### config.mk
export PLATFORM = sky130hd
export DESIGN_NAME = cmd_rsp_decoder
export DESIGN_NICKNAME = d
export VERILOG_FILES = /design/src/rtl/cmd_rsp_pkg.sv /design/src/rtl/rsp_kind_decode.sv /design/src/rtl/rsp_status_eval.sv /design/src/rtl/rsp_word_pack.sv /design/src/rtl/cmd_rsp_decoder.sv
export SDC_FILE = /design/constraint.sdc
export NUM_CORES = 1
export LEC_CHECK = 0
export BUFFER_PORTS_ARGS = -buffer_cell sky130_fd_sc_hd__buf_2
export CORE_AREA = 2 2 114 116
export DETAILED_ROUTE_END_ITERATION = 8
export DIE_AREA = 0 0 116 118
export PLACE_DENSITY = 0.79
export REMOVE_ABC_BUFFERS = 1
export SLEW_MARGIN = 10
export SYNTH_ARGS = -nofsm -noshare
export SYNTH_HDL_FRONTEND = slang
export SYNTH_SLANG_ARGS = --single-unit
### constraint.sdc
create_clock -name clk -period 1.9 [get_ports clk]
set_input_delay 0.38 -clock clk [delete_from_list [all_inputs] [get_ports clk]]
set_output_delay 0.38 -clock clk [all_outputs]
set_load 0.01 [all_outputs]
### src/rtl/cmd_rsp_pkg.sv
// Shared constants and types for the command response decoder.
// Assumes a 16-bit controller status register. Bit positions are fixed by
// the status register that consumes sts_set.
package cmd_rsp_pkg;

    // Response kind codes presented on rsp_kind
    localparam logic [2:0] KIND_NONE   = 3'd0;
    localparam logic [2:0] KIND_NORMAL = 3'd1;
    localparam logic [2:0] KIND_LONG   = 3'd2;
    localparam logic [2:0] KIND_OPCOND = 3'd3;
    localparam logic [2:0] KIND_ADDR   = 3'd6;

    // Status bit positions in sts_set
    localparam int STS_COMPLETE  = 0;
    localparam int STS_STOP      = 2;
    localparam int STS_TIMEOUT   = 7;
    localparam int STS_POWERUP   = 12;
    localparam int STS_CARD_ERR  = 14;

    // Error screens for the card status carried in short responses
    localparam logic [31:0] NORMAL_ERR_MASK = 32'hFDF9_0000;
    localparam logic [15:0] ADDR_ERR_MASK   = 16'hE008;

    // Internal response class after busy promotion
    typedef enum logic [2:0] {
        CLS_NONE,
        CLS_NORMAL,
        CLS_NORMAL_BUSY,
        CLS_LONG,
        CLS_OPCOND,
        CLS_ADDR
    } rsp_class_e;

endpackage

### src/rtl/rsp_kind_decode.sv
// Maps the raw kind code and busy hint onto an internal response class.
// Assumes unlisted codes are treated as "no response". Purely combinational.
module rsp_kind_decode
    import cmd_rsp_pkg::*;
(
    input  logic [2:0]  kind_code,
    input  logic        busy_hint,
    output rsp_class_e  cls
);

    // Decode kind; a normal response with busy is promoted to its busy variant
    always_comb begin
        case (kind_code)
            KIND_NORMAL: cls = busy_hint ? CLS_NORMAL_BUSY : CLS_NORMAL;
            KIND_LONG:   cls = CLS_LONG;
            KIND_OPCOND: cls = CLS_OPCOND;
            KIND_ADDR:   cls = CLS_ADDR;
            default:     cls = CLS_NONE;
        endcase
    end

endmodule

### src/rtl/rsp_status_eval.sv
// Evaluates one response: length check, error screening and the status bits
// to set. Assumes short_word is the card word with byte 0 in bits 31:24.
// Purely combinational; the top registers the results.
module rsp_status_eval
    import cmd_rsp_pkg::*;
#(
    parameter int CMD_W     = 6,
    parameter int LEN_W     = 5,
    parameter int STS_W     = 16,
    parameter int SHORT_LEN = 4,
    parameter int LONG_LEN  = 16,
    parameter int STOP_CMD  = 12,
    parameter int RESET_CMD = 0
) (
    input  rsp_class_e        cls,
    input  logic [CMD_W-1:0]  cmd_idx,
    input  logic              init_seq,
    input  logic [LEN_W-1:0]  rsp_len,
    input  logic [31:0]       short_word,
    output logic [STS_W-1:0]  sts_set,
    output logic              store_en,
    output logic              busy_wait
);

    localparam logic [LEN_W-1:0] SHORT_MIN = LEN_W'(SHORT_LEN);
    localparam logic [LEN_W-1:0] LONG_MIN  = LEN_W'(LONG_LEN);

    logic short_ok;
    logic long_ok;
    logic init_reset;
    logic timed_out;
    logic card_err;

    // Length qualifiers and the initialisation shortcut
    always_comb begin
        short_ok   = (rsp_len >= SHORT_MIN);
        long_ok    = (rsp_len >= LONG_MIN);
        init_reset = init_seq && (cmd_idx == CMD_W'(RESET_CMD));
    end

    // Per-class checks, then the completion / timeout bits
    always_comb begin
        sts_set   = '0;
        store_en  = 1'b0;
        busy_wait = 1'b0;
        timed_out = 1'b0;
        card_err  = 1'b0;
        if (init_reset) begin
            sts_set[STS_COMPLETE] = 1'b1;
        end else begin
            case (cls)
                CLS_NORMAL, CLS_NORMAL_BUSY: begin
                    busy_wait = (cls == CLS_NORMAL_BUSY);
                    if (!short_ok) timed_out = 1'b1;
                    else begin
                        store_en = 1'b1;
                        card_err = |(short_word & NORMAL_ERR_MASK);
                    end
                end
                CLS_LONG: begin
                    if (!long_ok) timed_out = 1'b1;
                    else store_en = 1'b1;
                end
                CLS_OPCOND: begin
                    if (!short_ok) timed_out = 1'b1;
                    else begin
                        store_en = 1'b1;
                        sts_set[STS_POWERUP] = ~short_word[31];
                    end
                end
                CLS_ADDR: begin
                    if (!short_ok) timed_out = 1'b1;
                    else begin
                        store_en = 1'b1;
                        card_err = |(short_word[15:0] & ADDR_ERR_MASK);
                    end
                end
                default: ;
            endcase
            sts_set[STS_CARD_ERR] = card_err;
            if (timed_out) begin
                sts_set[STS_TIMEOUT] = 1'b1;
            end else begin
                sts_set[STS_COMPLETE] = 1'b1;
                sts_set[STS_STOP]     = (cmd_idx == CMD_W'(STOP_CMD));
            end
        end
    end

endmodule

### src/rtl/rsp_word_pack.sv
// Rearranges the response byte array into 16-bit words: byte pair k lands in
// word N_WORDS-1-k, with the even byte in the upper half. Combinational.
module rsp_word_pack #(
    parameter int N_WORDS = 8,
    localparam int N_BYTES = 2 * N_WORDS
) (
    input  logic [8*N_BYTES-1:0]  bytes_in,
    output logic [16*N_WORDS-1:0] words_out
);

    // One lane per byte pair, written in reverse word order
    for (genvar k = 0; k < N_WORDS; k++) begin : g_pair
        localparam int W = N_WORDS - 1 - k;
        assign words_out[16*W +: 16] = {bytes_in[16*k +: 8], bytes_in[16*k+8 +: 8]};
    end

endmodule

### src/rtl/cmd_rsp_decoder.sv
// Top of the command response decoder. Registers the evaluation of a response
// in the cycle after rsp_valid: a done pulse, the status bits to set, the busy
// indication and (on a valid length) the response words.
// Assumes rsp_valid is a single-cycle strobe per response; back-to-back
// strobes are each processed.
module cmd_rsp_decoder
    import cmd_rsp_pkg::*;
#(
    parameter int CMD_W     = 6,
    parameter int STS_W     = 16,
    parameter int N_WORDS   = 8,
    parameter int STOP_CMD  = 12,
    parameter int RESET_CMD = 0,
    localparam int N_BYTES  = 2 * N_WORDS,
    localparam int LEN_W    = $clog2(N_BYTES + 1)
) (
    input  logic                  clk,
    input  logic                  rst_n,
    input  logic                  rsp_valid,
    input  logic [CMD_W-1:0]      cmd_idx,
    input  logic [2:0]            rsp_kind,
    input  logic                  busy,
    input  logic                  init_seq,
    input  logic [8*N_BYTES-1:0]  rsp_bytes,
    input  logic [LEN_W-1:0]      rsp_len,
    output logic                  done,
    output logic [STS_W-1:0]      sts_set,
    output logic                  busy_wait,
    output logic [16*N_WORDS-1:0] rsp_word
);

    rsp_class_e             cls;
    logic [31:0]            short_word;
    logic [STS_W-1:0]       eval_sts;
    logic                   eval_store;
    logic                   eval_busy;
    logic [16*N_WORDS-1:0]  packed_words;

    // Card word from the first four bytes, byte 0 most significant
    always_comb begin
        short_word = {rsp_bytes[7:0], rsp_bytes[15:8], rsp_bytes[23:16], rsp_bytes[31:24]};
    end

    rsp_kind_decode u_kind (
        .kind_code (rsp_kind),
        .busy_hint (busy),
        .cls       (cls)
    );

    rsp_status_eval #(
        .CMD_W     (CMD_W),
        .LEN_W     (LEN_W),
        .STS_W     (STS_W),
        .SHORT_LEN (4),
        .LONG_LEN  (N_BYTES),
        .STOP_CMD  (STOP_CMD),
        .RESET_CMD (RESET_CMD)
    ) u_eval (
        .cls        (cls),
        .cmd_idx    (cmd_idx),
        .init_seq   (init_seq),
        .rsp_len    (rsp_len),
        .short_word (short_word),
        .sts_set    (eval_sts),
        .store_en   (eval_store),
        .busy_wait  (eval_busy)
    );

    rsp_word_pack #(
        .N_WORDS (N_WORDS)
    ) u_pack (
        .bytes_in  (rsp_bytes),
        .words_out (packed_words)
    );

    // Completion pulse and status/busy outputs, zero outside the pulse
    always_ff @(posedge clk) begin
        if (!rst_n) begin
            done      <= 1'b0;
            sts_set   <= '0;
            busy_wait <= 1'b0;
        end else begin
            done      <= rsp_valid;
            sts_set   <= rsp_valid ? eval_sts : '0;
            busy_wait <= rsp_valid && eval_busy;
        end
    end

    // Response word storage, loaded only by a response that passed its length check
    always_ff @(posedge clk) begin
        if (!rst_n) begin
            rsp_word <= '0;
        end else if (rsp_valid && eval_store) begin
            rsp_word <= packed_words;
        end
    end

    AST_DONE_AFTER_VALID: assert property (@(posedge clk) disable iff (!rst_n)
        rsp_valid |=> done);
    AST_QUIET_WITHOUT_DONE: assert property (@(posedge clk) disable iff (!rst_n)
        !done |-> (sts_set == '0 && !busy_wait));
    AST_TIMEOUT_NO_COMPLETE: assert property (@(posedge clk) disable iff (!rst_n)
        sts_set[STS_TIMEOUT] |-> !sts_set[STS_COMPLETE]);
    AST_TIMEOUT_KEEPS_WORDS: assert property (@(posedge clk) disable iff (!rst_n)
        (rsp_valid && eval_sts[STS_TIMEOUT]) |=> $stable(rsp_word));
    AST_ERR_WITH_COMPLETE: assert property (@(posedge clk) disable iff (!rst_n)
        sts_set[STS_CARD_ERR] |-> sts_set[STS_COMPLETE]);
    AST_STOP_WITH_COMPLETE: assert property (@(posedge clk) disable iff (!rst_n)
        sts_set[STS_STOP] |-> sts_set[STS_COMPLETE]);
    AST_WORDS_HOLD_IDLE: assert property (@(posedge clk) disable iff (!rst_n)
        !rsp_valid |=> $stable(rsp_word));
    AST_BUSY_ONLY_NORMAL: assert property (@(posedge clk) disable iff (!rst_n)
        (rsp_valid && rsp_kind != KIND_NORMAL) |=> !busy_wait);

endmodule

==> flow_summary.ini <==
[floorplanning]
fp.dieW_um = 116
rows = 41
initial_core_util = 0.444
coreArea_mm2 = 0.0124
ios = 293
die_h_um = 118
die-area_mm2 = 0.0137

[critical_path]
r2r_slack_ns = 1.28
cp_num_buf_inv = 3
reg2reg_depth = 2
crit_top_cell = buf_12
worst_setup_path_end_kind = flop
slowest_stage = nor2b_1
max_stage_delay_ns = 0.24
arrival_ns = 1.74
critPathKind = in2reg
cp_cell_sequence = buf_2 -> nor2b_1 -> o21ai_1 -> a21boi_4 -> buf_12 -> buf_12 -> mux2i_1
crit_required_ns = 2.22
path_max_fanout = 17
critical_path.top_delay_family = buffers and inverters
r2r-start = rsp_word[69]$_SDFFE_PN0P_
critPathLaunchType = input pin
reg2reg_to = rsp_word[69]$_SDFFE_PN0P_

[clock_tree]
cts_tree = yes
clkLatencyLatePin_ns = 0.40
clkSinkCount = 135
cts_hold_buf = 0
cts_root_buffer = clkbuf_16
post_cts_resized = 0
clk_path_buf_depth = 2
htree_num_levels = 4
cts_made_buffers = 17
cts_setup_buffers = 0
clkTransAtPathRegs_ns = 0.06

[grt]
antenna_found_initial = 0
grt_usage = 0.187
grt_max_degree = 50
first_global_vias = 4672
grt_first_pass_wirelength_um = 20500
grt.overflow.total = 0

[synth]
synth_top_cell_area_share = 0.490
synth_flop_cell = dfxtp_1
netlist_instances = 608
synth_most_common_cell = nand2_1
async_flop_share = 0
ys_types = 25
yosysSeqAreaShare = 0.490
yosysTopAreaCell = dfxtp_1
ys_ff_latch = 135
syn_area_per_cell_um2 = 9.06
synth_edf_count = 0
netlist_area_mm2 = 0.00551
synth_common_cells = nand2_1 (258), dfxtp_1 (135), mux2i_1 (128), clkbuf_1 (29), buf_6 (14)
ys_top_cells_by_area = dfxtp_1 (49%), mux2i_1 (23%), nand2_1 (18%), buf_6 (2.9%), clkbuf_1 (2.0%)
ys.warnings.count = 0

[sta]
drv_slew = 0
period_share = 0.747
finClkSkew_ns = 0
grt_setup_unrepaired = false
layout_min_cycle_time_ns = 1.42
hold_violations = 0
setup_viol = 0
fmax_mhz = 705

[detailed_routing]
avgViaCountPerCell = 4.59
drcViolationCount = 0
first_pass_iters = 4
drt_wl_total_um = 13200
dr.first_iter.drc_count = 199
routedWlPerCell_um = 12.3
num_vias = 4916
antenna_left = 0

[placed_design]
place_hpwl_um = 9910
numPortBuffers = 279
place.gp.congestion = 0.805

[min_path]
hold_depth = 2
min_to = sts_set[12]$_SDFF_PP0_
min_path_type = in2reg
min_from = rsp_bytes[7]

[cells_and_area]
nFillCells = 1088
multiInputGateArea_mm2 = 0.00249
drive_gt1_frac = 0.374
regArea_mm2 = 0.00270
num_antenna_cells = 0
areaGrowthSynthToFinish_pct = 39.7
fin_nets = 1035
utilization = 0.620

[power_and_ir_drop]
powerDensity_mw_per_mm2 = 900
ir_drop_uv = 518
p_leak_nw = 3.74
p_total_mw = 6.93

[flow_run]
max-cap-violations = 0

[run_status]
status = complete, no violations
[worst max path at each step]
stage / startpoint / end / slack, ns / depth (start not counted)
after detailed placement: rsp_kind[1] / rsp_word[93]$_SDFFE_PN0P_ / 0.08 / 7
after global routing: rsp_kind[1] / rsp_word[73]$_SDFFE_PN0P_ / 0.39 / 7
after global placement: rsp_kind[1] / rsp_word[110]$_SDFFE_PN0P_ / 0.10 / 7
after CTS: rsp_kind[1] / rsp_word[76]$_SDFFE_PN0P_ / 0.51 / 7
after floorplan: rsp_kind[1] / rsp_word[0]$_SDFFE_PN0P_ / -2.27 / 4
final: rsp_kind[1] / rsp_word[76]$_SDFFE_PN0P_ / 0.48 / 7
[cells by family (layout without fill, tap and decap cells)]
group	count (synthesis)	count (layout)	share of synthesized area
AND/OR/NAND/NOR	279	279	0.199
buffers and inverters	56	337	0.0647
AO/OA/AOI/OAI	9	9	0.0123
flip-flops	135	135	0.490
multiplexers	128	128	0.233
other	1	11	0.000681
[registers in the layout, summed over array words and instances, names as in the netlist]
signal / cells
done: 1
rsp_word: 128
busy_wait: 1
sts_set: 5
[cells in the final DEF (no fill, tap or decap)]
master      count
buf_2         278
nand2_1       258
dfxtp_1       135
mux2i_1       128
clkbuf_16      17
buf_4          15
conb_1         11
buf_12         11
nor2_1          6
clkinv_2        5
nor4_1          3
clkinvlp_4      3
clkbuf_8        3
nand2b_1        2
nor2b_1         2
o21ai_1         2
a31oi_1         2
inv_1           2
a21oi_1         2
nand4_1         2
nor4_4          1
o31ai_1         1
a21boi_4        1
nand3_1         1
or4_1           1
nor3_1          1
a32oi_1         1
and3_1          1
and2_1          1
clkbuf_1        1
bufinv_16       1
buf_6           1
[layout make-up]
class / count / share of cell area
Clock inverter: 9 / 0.0101
Multi-Input combinational cell: 427 / 0.323
Tap cell: 172 / 0.0280
Clock buffer: 21 / 0.0611
Sequential cell: 135 / 0.351
Inverter: 2 / 0.000975
Timing Repair Buffer: 305 / 0.225
[metrics by stage]
step	cell area, um^2	setup TNS (ns)	setup slack (ns)	cells	hold WS, ns
floorplan	5200	-290.41	-2.27	564	0.457
global placement	7150	0	0.101	1041	0.439
detailed placement	7150	0	0.0785	1041	0.443
CTS	7700	0	0.507	1071	0.162
global route	7700	0	0.390	1071	0.186
finish	7700	0	0.481	1071	0.187
[where the power goes]
part	switching, mW	internal [mW]	total (mW)
clock	1.15	1.87	3.02
combinational	0.452	0.422	0.875
sequential	0.0628	2.97	3.04
total	1.66	5.27	6.93
[routing by layer]
layer	global-route usage	routed length (um)	up-vias
met4	0.0774	251	0
met5	0	0	-
met3	0.0633	1090	22
li1	-	-	2502
met2	0.326	6500	187
met1	0.203	5310	2205
Note: power is estimated with default switching activity, not from simulation.
